--- src/rtl/mlc_prog_seq.sv ---
module mlc_prog_seq #(
  parameter int CELLS      = 16,
  parameter int PASS_MIN   = 14,
  parameter int MAX_PULSES = 24,
  parameter int WL_COUNT   = 64,
  localparam int WL_W   = $clog2(WL_COUNT),
  localparam int STEP_W = $clog2(MAX_PULSES + 1),
  localparam int CNT_W  = $clog2(CELLS + 1)
) (
  input  logic               clk,
  input  logic               rst_n,
  input  logic               cmd_valid,
  input  logic               cmd_upper,
  input  logic [WL_W-1:0]    cmd_wl,
  input  logic [CELLS-1:0]   cmd_data,
  input  logic [CELLS-1:0]   rd_bits,
  input  logic [CELLS-1:0]   vfy_bits,
  output logic               busy,
  output logic               done,
  output logic               fail,
  output logic               err,
  output logic               rd_req,
  output logic               pgm_pulse,
  output logic               vfy_req,
  output logic [WL_W-1:0]    act_wl,
  output logic [STEP_W-1:0]  step_idx,
  output logic [2*CELLS-1:0] tgt_lvl
);

  typedef enum logic [1:0] {S_IDLE, S_READ, S_PULSE, S_VFY} state_t;

  state_t              st;
  logic                upper_r;
  logic [CELLS-1:0]    dat_r;
  logic [CELLS-1:0]    lp_r;
  logic [WL_COUNT-1:0] lp_done;
  logic [CNT_W-1:0]    pass_cnt;

  assign busy      = (st != S_IDLE);
  assign rd_req    = (st == S_READ);
  assign pgm_pulse = (st == S_PULSE);
  assign vfy_req   = (st == S_VFY);

  always_comb begin
    pass_cnt = '0;
    for (int i = 0; i < CELLS; i++) pass_cnt = pass_cnt + CNT_W'(vfy_bits[i]);
  end

  wire verify_ok  = pass_cnt >= CNT_W'(PASS_MIN);
  wire budget_out = step_idx == STEP_W'(MAX_PULSES);

  for (genvar i = 0; i < CELLS; i++) begin : g_tgt
    wire lb = lp_r[i];
    wire ub = dat_r[i];
    assign tgt_lvl[2*i +: 2] = !upper_r ? (lb ? 2'd0 : 2'd2)
                             : lb       ? (ub ? 2'd0 : 2'd1)
                                        : (ub ? 2'd3 : 2'd2);
  end

  always_ff @(posedge clk) begin
    if (!rst_n) begin
      st       <= S_IDLE;
      upper_r  <= 1'b0;
      dat_r    <= '0;
      lp_r     <= '0;
      lp_done  <= '0;
      act_wl   <= '0;
      step_idx <= '0;
      done     <= 1'b0;
      fail     <= 1'b0;
      err      <= 1'b0;
    end else begin
      done <= 1'b0;
      err  <= 1'b0;
      case (st)
        S_IDLE: if (cmd_valid) begin
          if (cmd_upper && !lp_done[cmd_wl]) begin
            err <= 1'b1;
          end else begin
            upper_r  <= cmd_upper;
            act_wl   <= cmd_wl;
            dat_r    <= cmd_data;
            step_idx <= '0;
            fail     <= 1'b0;
            if (!cmd_upper) lp_r <= cmd_data;
            st <= cmd_upper ? S_READ : S_PULSE;
          end
        end
        S_READ: begin
          lp_r <= rd_bits;
          st   <= S_PULSE;
        end
        S_PULSE: begin
          step_idx <= step_idx + 1'b1;
          st       <= S_VFY;
        end
        S_VFY: begin
          if (verify_ok) begin
            done <= 1'b1;
            st   <= S_IDLE;
            if (!upper_r) lp_done[act_wl] <= 1'b1;
          end else if (budget_out) begin
            done <= 1'b1;
            fail <= 1'b1;
            st   <= S_IDLE;
          end else begin
            st <= S_PULSE;
          end
        end
        default: st <= S_IDLE;
      endcase
    end
  end

endmodule

--- config.mk ---
export PLATFORM = sky130hd
export DESIGN_NAME = mlc_prog_seq
export DESIGN_NICKNAME = d
export VERILOG_FILES = /design/src/rtl/mlc_prog_seq.sv
export SDC_FILE = /design/constraint.sdc
export NUM_CORES = 1
export LEC_CHECK = 0
export ABC_CLOCK_PERIOD_IN_PS = 6700
export BUFFER_PORTS_ARGS = -buffer_cell sky130_fd_sc_hd__buf_4
export CAP_MARGIN = 20
export CORE_UTILIZATION = 40
export CTS_CLUSTER_DIAMETER = 100
export CTS_CLUSTER_SIZE = 16
export DETAILED_ROUTE_END_ITERATION = 10
export PLACE_DENSITY_LB_ADDON = 0.12
export REMOVE_ABC_BUFFERS = 1
export SLEW_MARGIN = 0
export SYNTH_ARGS = -nofsm -noshare
export SYNTH_HDL_FRONTEND = slang
export SYNTH_SLANG_ARGS = --single-unit
--- constraint.sdc ---
create_clock -name clk -period 6.7 [get_ports clk]
set_input_delay 1.005 -clock clk [delete_from_list [all_inputs] [get_ports clk]]
set_output_delay 1.005 -clock clk [all_outputs]
set_load 0.01 [all_outputs]
==> flow_summary.toml <==
[route]
wl_met1_mm = 6.847
antenna_left = 0
vias = 4573
wl_met2_mm = 6.928
drt-total-wl_mm = 14.64
routed.top_layer = "met4"
drt_iter0_drc = 297
drc = 0
first_pass_iters = 4
vias_per_cell = 5.355
wl_per_cell_um = 17.14
wl_met3_um = 639

[sta]
rsz0062_at_grt = "false"
finalSetupViolCount = 0
skew_ps = 8.429
finalHoldViolations = 0
fin_crit_sh_pct = 79.72
holdWs_ps = 468.4
worst_pin_slew_ps = 1084
slew_headroom_pct = 27.54
finalCriticalPeriod_ps = 5341
fmax_ghz = 0.1872
drv_slew = 0
finalSetupTns_ps = 0

[grt]
antenna_found_initial = 0
grt_use_total_pct = 21.24
grt_pass1_vias = 4528
overflow = 0
grt_pass1_wl_mm = 23.50
grt_max_degree = 89

[layout]
fillerInstances = 1249
antenna_cells = 0
final_cell_area_um2 = 7108
utilization_pct = 52.84
areaGrowthSynthToFinish_pct = 26.50
final_nets = 741
drive_above_1_share_pct = 23.60

[clock_network]
cts_hold_buf = 0
clock_latency_ps = 420
cts_buffer_depth = 2
cts_root_buf = "clkbuf_16"
cts.clk_slew.worst_paths_ps = 50
cts_setup_buffers = 0
tritoncts = "yes"
numCtsBuffers = 17
clock-sinks = 113
htree_levels = 4
post_cts_resized = 0

[worst_setup_path]
critPathRequiredTime_ps = 7000
rrSetupSlack_ps = 4120
crit_chain = "buf_4 > inv_1 > fa_1 > fa_1 > fa_1 > fa_1 > inv_1 > ha_1 > fa_1 > xor2_1 > a22oi_1 > o21ai_0 > a22oi_1 > nor2_1 > and3_1 > a22o_1"
path_max_fanout = 8
path_buf_inv = 3
cp-start-kind = "input port"
crit_family = "adder cells"
r2r_start = "lp_done[12]"
path_class = "in2reg"
r2r_cells = 6
endpoint_kind = "flop"
r2r_end = "dat_r[5]"
cp.arrival_ps = 5640
cpMaxStageDelayCell = "a22oi_1"
cp_common_cell = "fa_1"
startpoint = "vfy_bits[0]"
cpPeakStageDelay_ps = 620

[floorplanning]
die_h_um = 120.5
num_io_pins = 108
start_util_pct = 41.77
die_x_um = 120.5
design.core.area_um2 = 13450
dieArea_um2 = 14530
rows = 42

[hold_path]
hp-class = "reg2reg"
min_from = "dat_r[6]"
hold_end = "dat_r[6]"
whs_path_depth = 2

[placement]
gp_congestion = 0.7934
placed_cell_area_um2 = 6539
port_buffers = 107
post-dp-hpwl_mm = 9.770

[power_and_ir_drop]
pwr_density_cell_nw_per_um2 = 274.1
ir_worst_vdd_mv = 0.1791
power_mw = 1.948
p_leak_nw = 3.161

[outcome]
status = "complete, no violations"

[yosys]
synth_compound_area_share_pct = 16.74
synth_top_family_by_area = "compound AO/OA/AOI/OAI gates"
synthAdderAreaFrac_pct = 5.121
syn_area_um2 = 5619
ys_warn_count = 0
syn_area_per_cell_um2 = 9.841
synthXorXnorAreaFrac_pct = 2.650
yosys_most_used_dff = "dfxtp_1"
yosys.cell_types.count = 50
synth_edf_count = 0
synth_cells = 571
synth.area.mux_share_pct = 13.78
synth_simple_gate_area_share_pct = 14.76
synth_seq_cells = 113
yosysSeqAreaShare_pct = 40.26
ys_async_sr_fraction_pct = 0

[job]
cap_violations = 0
==> registers in the layout, summed over array words and instances (netlist names) <==
| signal | cells |
|---|---|
| act_wl | 6 |
| dat_r | 16 |
| done | 1 |
| err | 1 |
| fail | 1 |
| lp_done | 64 |
| lp_r | 16 |
| st | 2 |
| step_idx | 5 |
| upper_r | 1 |
==> synthesized netlist by cell type, drive strengths merged (6+ instances only) <==
master	count	area share, %
mux4	8	3.6
nand2	51	3.4
ha	7	1.6
a22oi	7	0.94
inv	47	3.1
fa	10	3.6
nor3	10	0.98
a211oi	17	2.3
mux2i	56	10
and3	6	0.67
a22o	64	10
dfxtp	113	40
nand3	11	0.98
buf	9	1.5
and2	17	1.9
nor2	35	2.3
clkbuf	30	2.0
xor2	17	2.6
==> cells in the final DEF (no fill, tap or decap), types with 16 or more instances in the layout <==
cell type and count:
a211oi_1 17, a22o_1 64, and2_1 16, buf_4 114
clkbuf_16 17, dfxtp_1 113, inv_1 47, mux2i_1 56
nand2_1 51, nor2_1 34, xor2_1 17
==> worst max-delay path by stage <==
stage | endpoint | cells past startpoint
3_5_place_dp | lp_done[47] | 16
3_3_place_gp | lp_done[62] | 16
5_1_grt | lp_done[47] | 16
6_report | lp_done[46] | 16
2_1_floorplan | lp_done[62] | 15
4_1_cts | lp_done[40] | 16
==> power by group <==
part	internal, mW	leakage, nW	switching [mW]
combinational	0.162	1.96	0.199
clock	0.563	0.286	0.295
sequential	0.699	0.917	0.0302
==> worst min-delay path, stage by stage (launching register included) <==
cell and delay (ps):
dfxtp_1 310, nand2_1 60, mux2i_1 50
==> per-stage QoR <==
step | cells | setup slack (ps)
3_3_place_gp | 821 | 1072
4_1_cts | 854 | 1362
5_1_grt | 854 | 1088
2_1_floorplan | 532 | 1480
6_report | 854 | 1359
3_5_place_dp | 823 | 935.3
==> layout make-up <==
| class | instances | area (um^2) | share of cell area, % |
|---|---|---|---|
| inverters | 48 | 180.2 | 2.535 |
| flip-flops and latches | 113 | 2262 | 31.83 |
| multi-input cells | 371 | 2993 | 42.11 |
| clock buffers | 26 | 519.2 | 7.305 |
| well taps | 176 | 220.2 | 3.098 |
| clock inverters | 5 | 50.05 | 0.7041 |
| repair buffers | 115 | 883.3 | 12.43 |
==> layer usage <==
metal	up-vias	track usage (%)
met3	18	5.047
met1	2217	28.15
met2	111	33.44
met4	0	8.102
met5	-	0
li1	2227	-
==> cells by family (layout without fill, tap and decap cells) <==
| group | Yosys count | after routing |
|---|---|---|
| and+or+nand+nor | 160 | 160 |
| DFF | 113 | 113 |
| AOI/OAI and AO/OA | 112 | 112 |
| buffers and inverters | 87 | 194 |
| muxes | 65 | 65 |
| adders and majority gates | 17 | 17 |
| xor gates and xnor gates | 17 | 17 |
Note: power is estimated with default switching activity, not from simulation.
